$ cat src/rtl/bc_spacing_pkg.sv
package bc_spacing_pkg;

    typedef enum logic [1:0] {
        CMD_NOP = 2'b00,
        CMD_RD  = 2'b01,
        CMD_WR  = 2'b10,
        CMD_PRE = 2'b11
    } col_cmd_e;

    typedef struct packed {
        col_cmd_e kind;
        logic     chop;
    } cmd_rec_t;

    // Number of non-idle command codes, indexed as code - 1
    localparam int NUM_KIND  = 3;
    // Clocks occupied on the data bus by a full and by a chopped burst
    localparam int FULL_CLK  = 4;
    localparam int CHOP_CLK  = 2;
    // Bus turnaround allowance on read-to-write
    localparam int TURN_CLK  = 2;

    function automatic int unsigned kind_index(col_cmd_e k);
        return (k == CMD_NOP) ? 0 : int'(k) - 1;
    endfunction

endpackage

$ cat src/rtl/bc_gap_calc.sv
module bc_gap_calc
    import bc_spacing_pkg::*;
#(
    parameter int LAT_W = 5,
    localparam int GAP_W = LAT_W + 2
) (
    input  cmd_rec_t           last_i,
    input  logic [LAT_W-1:0]   cl_i,
    input  logic [LAT_W-1:0]   cwl_i,
    input  logic [LAT_W-1:0]   al_i,
    input  logic [LAT_W-1:0]   twtr_i,
    input  logic [LAT_W-1:0]   twr_i,
    output logic [GAP_W-1:0]   gap_o [NUM_KIND]
);

    localparam logic [GAP_W-1:0] ONE  = GAP_W'(1);
    localparam logic [GAP_W-1:0] SAME = GAP_W'(FULL_CLK);

    logic [GAP_W-1:0] cl_x, cwl_x, al_x, twtr_x, twr_x;
    logic [GAP_W-1:0] burst;
    logic [GAP_W-1:0] rw_sum;
    logic [GAP_W-1:0] rd_to_wr, wr_to_rd, wr_to_pre;

    assign cl_x   = GAP_W'(cl_i);
    assign cwl_x  = GAP_W'(cwl_i);
    assign al_x   = GAP_W'(al_i);
    assign twtr_x = GAP_W'(twtr_i);
    assign twr_x  = GAP_W'(twr_i);

    // Chop saving is taken from the earlier command's burst
    assign burst     = last_i.chop ? GAP_W'(CHOP_CLK) : GAP_W'(FULL_CLK);
    assign rw_sum    = cl_x + burst + GAP_W'(TURN_CLK);
    assign rd_to_wr  = (rw_sum > cwl_x) ? (rw_sum - cwl_x) : ONE;
    assign wr_to_rd  = cwl_x + burst + twtr_x;
    assign wr_to_pre = al_x + cwl_x + burst + twr_x;

    for (genvar n = 0; n < NUM_KIND; n++) begin : g_next
        localparam col_cmd_e NEXT = col_cmd_e'(2'(n + 1));
        logic [GAP_W-1:0] gap;

        always_comb begin
            gap = ONE;
            case (last_i.kind)
                CMD_RD: begin
                    if (NEXT == CMD_RD)      gap = SAME;
                    else if (NEXT == CMD_WR) gap = rd_to_wr;
                end
                CMD_WR: begin
                    if (NEXT == CMD_WR)      gap = SAME;
                    else if (NEXT == CMD_RD) gap = wr_to_rd;
                    else                     gap = wr_to_pre;
                end
                default: gap = ONE;
            endcase
        end

        assign gap_o[n] = gap;
    end

endmodule

$ cat config.mk
export PLATFORM = sky130hd
export DESIGN_NAME = bc_gap_calc
export DESIGN_NICKNAME = d
export VERILOG_FILES = /design/src/rtl/bc_spacing_pkg.sv /design/src/rtl/bc_gap_calc.sv
export SDC_FILE = /design/constraint.sdc
export NUM_CORES = 1
export LEC_CHECK = 0
export ABC_AREA = 1
export BUFFER_PORTS_ARGS = -buffer_cell sky130_fd_sc_hd__buf_2
export CAP_MARGIN = 40
export CORE_ASPECT_RATIO = 1.2
export CORE_MARGIN = 4
export CORE_UTILIZATION = 30
export DETAILED_ROUTE_END_ITERATION = 16
export SYNTH_ARGS = -nofsm -noshare
export SYNTH_HDL_FRONTEND = slang
export SYNTH_SLANG_ARGS = --single-unit
$ cat constraint.sdc
create_clock -name vclk -period 2.4
set_input_delay 0 -clock vclk [all_inputs]
set_output_delay 0 -clock vclk [all_outputs]
set_load 0.05 [all_outputs]
==> impl_metrics.json, run 1 <==
{
  "routed-wl-met3_um": 150,
  "boundaryPins": 49,
  "route.antenna.remaining_nets": 0,
  "cts.repair_timing.setup_buffer_count": 0,
  "final_util_pct": 44.21,
  "critical_path.cell_chain": "buf_2 -> inv_1 -> fa_1 -> fa_1 -> inv_1 -> ha_2 -> fa_2 -> nand2_1 -> inv_1 -> buf_2",
  "setup-violations-final": 0,
  "sw_frac_of_total_pct": 62.15,
  "row_count": 23,
  "met1Wirelength_um": 1114,
  "synth-warning-count": 0,
  "dr_drc_count": 0,
  "grt_overflow": 0,
  "finalWorstPathRequiredPeriod_ns": 2.286,
  "synth_xor_xnor_area_share_pct": 1.609,
  "die-height_um": 73.99,
  "grt_use_total_pct": 11.85,
  "layout-drive-gt1-share_pct": 36.84,
  "coreArea_um2": 3425,
  "die_area_um2": 4660,
  "critPathBufInv": 5,
  "pwr_density_cell_nw_per_um2": 352.6,
  "internal_power_uw": 202.0,
  "worstSetupPathDepth": 10,
  "max_slew_violation_total_from_the_final_report": 0,
  "drt-pass1-iter-count": 4,
  "detailed_place_hpwl_um": 2508,
  "nets_finish": 276,
  "worst_slew_margin_rel_pct": 80.34,
  "crit_arrival_ns": 2.29,
  "most-common-layout-cells": "42 x buf_2, 34 x inv_1, 31 x nand2_1",
  "routed_wirelength_um": 2661,
  "dpl_cells": 246,
  "leakage_nw": 0.8876,
  "routedWlPerCell_um": 10.82,
  "period_share_pct": 95.25,
  "diodes": 0,
  "ir_drop_worst_vdd_mv": 0.2061,
  "drt_iter0_markers": 11,
  "clockBufferCount": 0,
  "start_kind": "primary input",
  "design_power_total_uw": 533.8,
  "design_area_um2": 1514,
  "power.share.clock_pct": 0,
  "fillCellCount": 365,
  "syn_nets": 216,
  "synth.area.mux_share_pct": 0,
  "gp_routability_congestion": 0.7924,
  "netSwitchingPower_uw": 331.8,
  "syn2layout_area_growth_pct": 39.08,
  "worst_slew_pin_slew_ns": 0.2949,
  "hold_buf_count_cts": 0,
  "report.final.hold_viol_count": 0,
  "class_of_the_most_critical_setup_path": "in2out",
  "synth_top_family_by_area": "adder cells",
  "critPathCaptureType": "output pin",
  "synth_fa_ha_area_share_pct": 51.49,
  "cpMaxStageDelayCell": "fa_2",
  "route.detailed.vias_per_inst": 4.528,
  "area_after_detailed_placement_um2": 1471,
  "largest_net_degree_at_the_start_of_global_routing": 8,
  "simple_gate_share_of_the_synthesized_area_pct": 27.01,
  "fin_worst_hold_slack_ns": 0.5157,
  "met2WireLength_um": 1396,
  "grt_pass1_vias": 1142,
  "num_sequential": 0,
  "synth.avg_cell_area_um2": 7.209,
  "mappedNetlistArea_um2": 1089,
  "die_x_um": 62.99,
  "result_of_the_run": "finished clean",
  "routed-via-count": 1114,
  "seqCellArea_um2": 0,
  "route.top_layer_used": "met3",
  "drv_cap": 0,
  "combinationalPowerShare_pct": 100.0,
  "grt_antenna_before_repair": 0,
  "layout.cells.non_filler": 246,
  "synthCells": 151,
  "final_common_cell": "buf_2",
  "synth-compound-area-share_pct": 7.126,
  "numPortBuffers": 49,
  "timing.critical_path.required_ns": 2.40,
  "max_stage_delay_ns": 0.53,
  "synth-seq-area-share_pct": 0,
  "power.sequential.fraction_pct": 0,
  "worst_path_dominant_cell_family": "adder cells",
  "timing.hold.worst.class": "in2out",
  "path_common_cell": "inv_1",
  "min_delay_path_depth": 4,
  "cp_max_fo": 2,
  "wire_length_of_the_first_global_routing_pass_um": 4685,
  "start_util_pct": 31.79,
  "setup_repair_after_global_routing_missed_its_margin": "false",
  "max_clock_freq_mhz": 437.4,
  "synth.distinct_cells": 23
}
[synthesized netlist by cell type (2+ instances only)]
cell type / number / area, µm²
nand3_2: 3 / 30.03
nand2_1: 31 / 116.4
nand3_1: 6 / 30.03
inv_2: 2 / 7.510
inv_1: 34 / 127.6
nand3b_1: 2 / 15.01
a21oi_1: 10 / 50.05
nor2_1: 10 / 37.54
ha_1: 24 / 300.3
fa_1: 13 / 260.3
o21ai_0: 4 / 20.02
[final cells by class]
class / count / area, µm² / share of cell area (%)
multi-input cells: 114 / 987.2 / 65.21
repair buffers: 58 / 341.6 / 22.56
inverters: 37 / 138.9 / 9.174
well taps: 37 / 46.29 / 3.058
[per-layer routing]
layer | vias up | GRT usage [%]
met5 | - | 0
met4 | 0 | 0
met3 | 0 | 1.057
met2 | 29 | 23.92
met1 | 495 | 14.48
li1 | 590 | -
[repair_timing]
item                                    in CTS  in global routing
endpoints found under the setup margin       1                 10
resized for setup                            2                 19
pin swaps                                    0                  2
[kinds of logic after synthesis]
| kind of cell | after synthesis |
|---|---|
| compound gates | 15 |
| xor+xnor | 2 |
| fa+ha+maj | 37 |
| buf+inv | 37 |
| simple gates | 60 |
[path summary, 6_finish.rpt]
path	startpoint	endpoint	slack, ns
max	cwl_i[2]	gap_o[3]	0.11
min	twtr_i[4]	gap_o[19]	0.52
[through the flow]
stage | setup WS [ns] | setup TNS, ns
final | 0.1139 | 0
after global routing | 0.004783 | 0
after CTS | 0.02357 | 0
after detailed placement | -0.04954 | -0.04954
after global placement | -0.007161 | -0.007161
after floorplan | -0.07992 | -0.1827
[power by group through the flow]
stage	combinational (mW)	clock, mW	sequential [mW]
after global placement	0.519	0	0
after floorplan	0.385	0	0
final	0.534	0	0
after CTS	0.529	0	0
after detailed placement	0.524	0	0
after global routing	0.601	0	0
(Power assumes the default switching activity.)
==> inputs of run 2 (changes only) <==
--- a/config.mk
+++ b/config.mk
@@ -12,6 +12,8 @@
 export CORE_MARGIN = 4
 export CORE_UTILIZATION = 30
 export DETAILED_ROUTE_END_ITERATION = 16
+export SETUP_SLACK_MARGIN = 0.4
+export SLEW_MARGIN = 10
 export SYNTH_ARGS = -nofsm -noshare
 export SYNTH_HDL_FRONTEND = slang
 export SYNTH_SLANG_ARGS = --single-unit
==> run 2 against run 1 <==
Die area unchanged; core utilization increased by 10 points; flip-flop and latch count unchanged; worst hold slack got worse by 0.039 ns; routed wire length increased by 7.6%; sequential share of layout area unchanged; clock-buffer cell count unchanged; setup slack improved by 0.063 ns; non-clock buffer count increased by 2; combinational power increased by 31%; design area increased by 24%; critical path type unchanged; largest power group unchanged.
==> impl_metrics.json, run 2 (same netlist as run 1, synthesis figures left out) <==
{
  "diodes": 0,
  "die-height_um": 73.99,
  "grt_util_met2_pct": 26.85,
  "max_slew_violation_total_from_the_final_report": 0,
  "critical_path.cell_chain": "buf_8 -> clkinvlp_4 -> ha_4 -> ha_4 -> fa_2 -> xor2_1 -> ha_2 -> nand2_2 -> clkinv_2 -> nand3_4 -> buf_4 -> a211oi_4 -> buf_6",
  "start_util_pct": 31.79,
  "totalNegativeSetupSlack_ns": 0,
  "numPortBuffers": 49,
  "groute.layer.met3.usage_pct": 1.208,
  "largest_net_degree_at_the_start_of_global_routing": 8,
  "coreArea_um2": 3425,
  "critPathBufInv": 5,
  "cp_max_fo": 5,
  "grt_overflow": 0,
  "row_count": 23,
  "setup_repair_after_global_routing_missed_its_margin": "true",
  "ir_drop_worst_vdd_mv": 0.2262,
  "grt_antenna_before_repair": 0,
  "dpl_cells": 243,
  "syn2layout_area_growth_pct": 71.95,
  "route.antenna.remaining_nets": 0,
  "grt_use_total_pct": 12.73,
  "clockBufferCount": 0,
  "final_common_cell": "buf_2",
  "detailed_place_hpwl_um": 2612,
  "wire_length_of_the_first_global_routing_pass_um": 4905,
  "gp_routability_congestion": 0.8105,
  "grt_pass1_vias": 1187,
  "report.final.hold_viol_count": 0,
  "fin_worst_hold_slack_ns": 0.4768,
  "num_sequential": 0,
  "hold_buf_count_cts": 0,
  "max_clock_freq_mhz": 449.8,
  "worst_path_dominant_cell_family": "adder cells",
  "class_of_the_most_critical_setup_path": "in2out",
  "cpMaxStageDelayCell": "ha_2",
  "layout.cells.non_filler": 248,
  "drt_iter0_markers": 17,
  "path_common_cell": "ha_4",
  "nets_finish": 278,
  "route.detailed.vias_per_inst": 4.560,
  "hold-path-endpoint": "gap_o[19]",
  "groute.layer.met1.usage_pct": 14.50,
  "crit_arrival_ns": 2.22,
  "finalWorstPathRequiredPeriod_ns": 2.223,
  "timing.critical_path.required_ns": 2.40,
  "most-common-layout-cells": "32 x buf_2, 26 x inv_1, 24 x nand2_1",
  "period_share_pct": 92.63,
  "critPathCaptureType": "output pin",
  "timing.hold.worst.class": "in2out",
  "setup-violations-final": 0,
  "leakage_nw": 0.9199,
  "min_delay_path_depth": 4,
  "max_stage_delay_ns": 0.39,
  "result_of_the_run": "finished clean",
  "die_x_um": 62.99,
  "routedWlPerCell_um": 11.54,
  "drt-pass1-iter-count": 4,
  "dr_drc_count": 0,
  "worst_slew_margin_rel_pct": 78.49,
  "holdCritStartpoint": "twtr_i[4]",
  "start_kind": "primary input",
  "die_area_um2": 4660,
  "routed_wirelength_um": 2862,
  "grt.busiest_layer": "met2",
  "seqCellArea_um2": 0,
  "layout-drive-gt1-share_pct": 53.55,
  "worst_slew_pin_slew_ns": 0.3227,
  "drv_cap": 0,
  "boundaryPins": 49,
  "routed-via-count": 1131,
  "pwr_density_cell_nw_per_um2": 375.0
}
run 2: through the flow:
| stage | area, µm² | power [mW] | utilization, % | worst slack [ns] |
|---|---|---|---|---|
| final | 1872 | 0.7019 | 54.66 | 0.1768 |
| after global routing | 1872 | 0.7834 | 54.66 | 0.09957 |
| after CTS | 1770 | 0.6635 | 51.70 | 0.1339 |
| after detailed placement | 1604 | 0.5904 | 46.84 | 0.01664 |
| after global placement | 1604 | 0.5867 | 46.84 | 0.02668 |
| after floorplan | 1267 | 0.4603 | - | 0.1765 |
run 2: metal layers:
| layer | part of all wire [%] | vias up |
|---|---|---|
| met3 | 3.7 | 2 |
| met2 | 57 | 24 |
| li1 | - | 594 |
| met5 | 0 | - |
| met4 | 0.73 | 0 |
| met1 | 39 | 511 |
run 2: final cells by class:
| cell class | instances | area (µm²) |
|---|---|---|
| fill | 323 | 1553 |
| multi-input combinational | 114 | 1201 |
| timing repair buffer | 60 | 464.2 |
| inverter | 37 | 160.2 |
| tap | 37 | 46.29 |
run 2: worst max-delay path by stage:
stage / from / end / slack, ns / cells after the start
floorplan: last_i[0] / gap_o[8] / 0.18 / 12
CTS: last_i[0] / gap_o[13] / 0.13 / 14
global placement: last_i[0] / gap_o[7] / 0.03 / 15
finish: last_i[0] / gap_o[12] / 0.18 / 13
global route: last_i[0] / gap_o[13] / 0.1 / 14
detailed placement: last_i[0] / gap_o[8] / 0.02 / 14
run 2: power breakdown:
| part | total (mW) | internal (mW) | switching [mW] | leakage [nW] |
|---|---|---|---|---|
| logic | 0.702 | 0.292 | 0.410 | 0.920 |
| registers | 0 | 0 | 0 | 0 |
| clock network | 0 | 0 | 0 | 0 |
run 2: what timing repair did:
action,4_1_cts,5_1_grt
setup endpoints to repair,12,14
pin swaps,17,20
cloned,0,0
gates resized for setup,44,22
buffers inserted,2,3
run 2: tightest hold or removal path: stages:
cell	delay [ns]
buf_2	0.08
ha_1	0.18
a21oi_2	0.07
buf_6	0.15
==> inputs of run 3 (changes only) <==
--- a/config.mk
+++ b/config.mk
@@ -5,7 +5,7 @@
 export SDC_FILE = /design/constraint.sdc
 export NUM_CORES = 1
 export LEC_CHECK = 0
-export ABC_AREA = 1
+export ABC_AREA = 0
 export BUFFER_PORTS_ARGS = -buffer_cell sky130_fd_sc_hd__buf_2
 export CAP_MARGIN = 40
 export CORE_ASPECT_RATIO = 1.2
@@ -17,3 +17,4 @@
 export SYNTH_ARGS = -nofsm -noshare
 export SYNTH_HDL_FRONTEND = slang
 export SYNTH_SLANG_ARGS = --single-unit
+export TNS_END_PERCENT = 100
==> run 3 against run 2 <==
The flow now finishes with violations (setup timing); routed wire length up 11%; via count down 1.6%; first-iteration DRC count down 71%; global-route usage up 0.14 points; die area up 3.9%; combinational power up 7.0%; design area up 2.2%; sequential share of layout area unchanged; area after synthesis up 4.5%; critical endpoint is now gap_o[10]; highest routed layer is now met3.
==> impl_metrics.json, run 3 <==
{
  "result_of_the_run": "complete, but fails checks",
  "failing_checks": "setup timing",
  "min_delay_path_depth": 4,
  "wire_length_of_the_first_global_routing_pass_um": 5030,
  "synth-compound-area-share_pct": 21.45,
  "path_common_cell": "ha_4",
  "setup-violations-final": 1,
  "fillCellCount": 333,
  "drt_iter0_markers": 5,
  "place_worst_setup_slack_ns": -0.1605,
  "dpl_cells": 236,
  "holdCritStartpoint": "last_i[2]",
  "design_area_um2": 1913,
  "post_synth_main_area_contributors": "ha_1 26%, fa_1 23%, inv_1 7.6%",
  "power.share.clock_pct": 0,
  "gp_routability_congestion": 0.7908,
  "grt_use_total_pct": 12.87,
  "start_kind": "primary input",
  "layout.cells.non_filler": 242,
  "cp_max_fo": 5,
  "yosys.area.top_type": "ha_1",
  "hold_buf_count_cts": 0,
  "synth.avg_cell_area_um2": 8.885,
  "seqCellArea_um2": 0,
  "dr_drc_count": 0,
  "critPathCaptureType": "output pin",
  "mappedNetlistArea_um2": 1137,
  "syn2layout_area_growth_pct": 68.21,
  "grt_overflow": 0,
  "combinationalPowerShare_pct": 100.0,
  "pwr_density_cell_nw_per_um2": 392.4,
  "clockBufferCount": 0,
  "synth.area.mux_share_pct": 0.8801,
  "ir_drop_worst_vdd_mv": 0.2314,
  "syn_nets": 193,
  "drt-pass1-iter-count": 4,
  "leakage_nw": 0.9293,
  "timing.hold.worst.class": "in2out",
  "num_sequential": 0,
  "synthCells": 128,
  "finalWorstPathRequiredPeriod_ns": 2.404,
  "worst_slew_margin_rel_pct": 61.96,
  "layout-drive-gt1-share_pct": 56.32,
  "coreArea_um2": 3633,
  "synth-warning-count": 0,
  "cpMaxStageDelayCell": "ha_1",
  "synth.top_cell.area_share_pct": 26.40,
  "numPortBuffers": 49,
  "grt_antenna_before_repair": 0,
  "nets_finish": 257,
  "design_power_total_uw": 750.7,
  "critPathBufInv": 3,
  "worstSetupPathDepth": 12,
  "max_stage_delay_ns": 0.34,
  "simple_gate_share_of_the_synthesized_area_pct": 15.84,
  "final_common_cell": "buf_2",
  "internal_power_uw": 343.1,
  "worst_case_setup_margin_in_the_final_layout_ns": -0.003618,
  "synth-seq-area-share_pct": 0,
  "timing.critical_path.required_ns": 2.40,
  "period_share_pct": 100.2,
  "synth.distinct_cells": 31,
  "routed_wirelength_um": 3176,
  "boundaryPins": 49,
  "row_count": 24,
  "diodes": 0,
  "area_after_detailed_placement_um2": 1622,
  "synth_most_common_cell": "ha_1",
  "drv_cap": 0,
  "detailed_place_hpwl_um": 2670,
  "routed-via-count": 1113,
  "die_x_um": 64.21,
  "class_of_the_most_critical_setup_path": "in2out",
  "worst_slew_pin_slew_ns": 0.5693,
  "max_clock_freq_mhz": 416.0,
  "sw_frac_of_total_pct": 54.29,
  "routedWlPerCell_um": 13.12,
  "power.sequential.fraction_pct": 0,
  "most-common-layout-cells": "29 x buf_2, 19 x ha_1, 16 x inv_1, 16 x buf_6, 10 x buf_4",
  "route.antenna.remaining_nets": 0,
  "die-height_um": 75.45,
  "start_util_pct": 31.30,
  "synth_fa_ha_area_share_pct": 49.28,
  "setup_repair_after_global_routing_missed_its_margin": "true",
  "worst_setup_path_startpoint": "last_i[0]",
  "synth_top_family_by_area": "adder cells",
  "worst_path_dominant_cell_family": "adder cells",
  "area_of_the_multi_input_gates_um2": 1230,
  "final_util_pct": 52.65,
  "route.detailed.vias_per_inst": 4.599,
  "grt_pass1_vias": 1180,
  "synth_xor_xnor_area_share_pct": 4.620,
  "max_slew_violation_total_from_the_final_report": 0,
  "fin_worst_hold_slack_ns": 0.4696,
  "synthTopCellsByCount": "24 x ha_1, 23 x inv_1, 13 x fa_1",
  "crit_arrival_ns": 2.40,
  "netSwitchingPower_uw": 407.6,
  "critical_path.cell_chain": "buf_8 -> clkinvlp_4 -> ha_4 -> ha_4 -> fa_2 -> xor2_1 -> ha_1 -> and3_4 -> o21a_4 -> o21ai_4 -> a2111oi_4 -> buf_6",
  "totalNegativeSetupSlack_ns": -0.003618,
  "report.final.hold_viol_count": 0,
  "largest_net_degree_at_the_start_of_global_routing": 17,
  "die_area_um2": 4844
}
-- run 3: changes by cell type after synthesis, moves of 3 or more --
| cell | delta |
|---|---|
| a21o_1 | +5 |
| nor2b_1 | +4 |
| nor2_1 | -5 |
| nand2b_1 | +3 |
| nand3_1 | -5 |
| and2_1 | +5 |
| o21ai_0 | -3 |
| nand2_1 | -25 |
| inv_1 | -11 |
-- run 3: area by class of cell --
| type | count | area share [%] |
|---|---|---|
| timing repair buffer | 63 | 27.21 |
| tap | 52 | 3.401 |
| inverter | 23 | 5.101 |
| multi-input combinational | 104 | 64.29 |
-- run 3: repair_timing --
action,CTS,global route
setup endpoints to repair,14,14
resized for setup,54,22
pin swaps,16,18
buffers inserted,1,5
-- run 3: logic make-up (layout without fill, tap and decap cells) --
logic type / Yosys count / in the layout
xor+xnor: 6 / 6
simple gates: 32 / 32
mux: 1 / 1
buf+inv: 24 / 86
compound gates: 28 / 28
fa+ha+maj: 37 / 37
-- run 3: routing by layer --
layer / share of wire [%] / wire length [µm] / up-vias / GRT usage, %
li1: - / - / 557 / -
met1: 39 / 1232 / 524 / 14.08
met2: 54 / 1722 / 32 / 26.75
met3: 7.0 / 221 / 0 / 2.655
met4: 0 / 0 / 0 / 0.4695
met5: 0 / 0 / - / 0
-- run 3: final timing paths --
kind                    end  slack, ns
hold / removal     gap_o[9]       0.47
setup / recovery  gap_o[10]     -0.004
-- run 3: power groups by stage --
| stage | Clock [mW] | Sequential, mW | Combinational [mW] |
|---|---|---|---|
| 2_1_floorplan | 0 | 0 | 0.482 |
| 3_3_place_gp | 0 | 0 | 0.620 |
| 3_5_place_dp | 0 | 0 | 0.635 |
| 4_1_cts | 0 | 0 | 0.720 |
| 5_1_grt | 0 | 0 | 0.820 |
| 6_report | 0 | 0 | 0.751 |
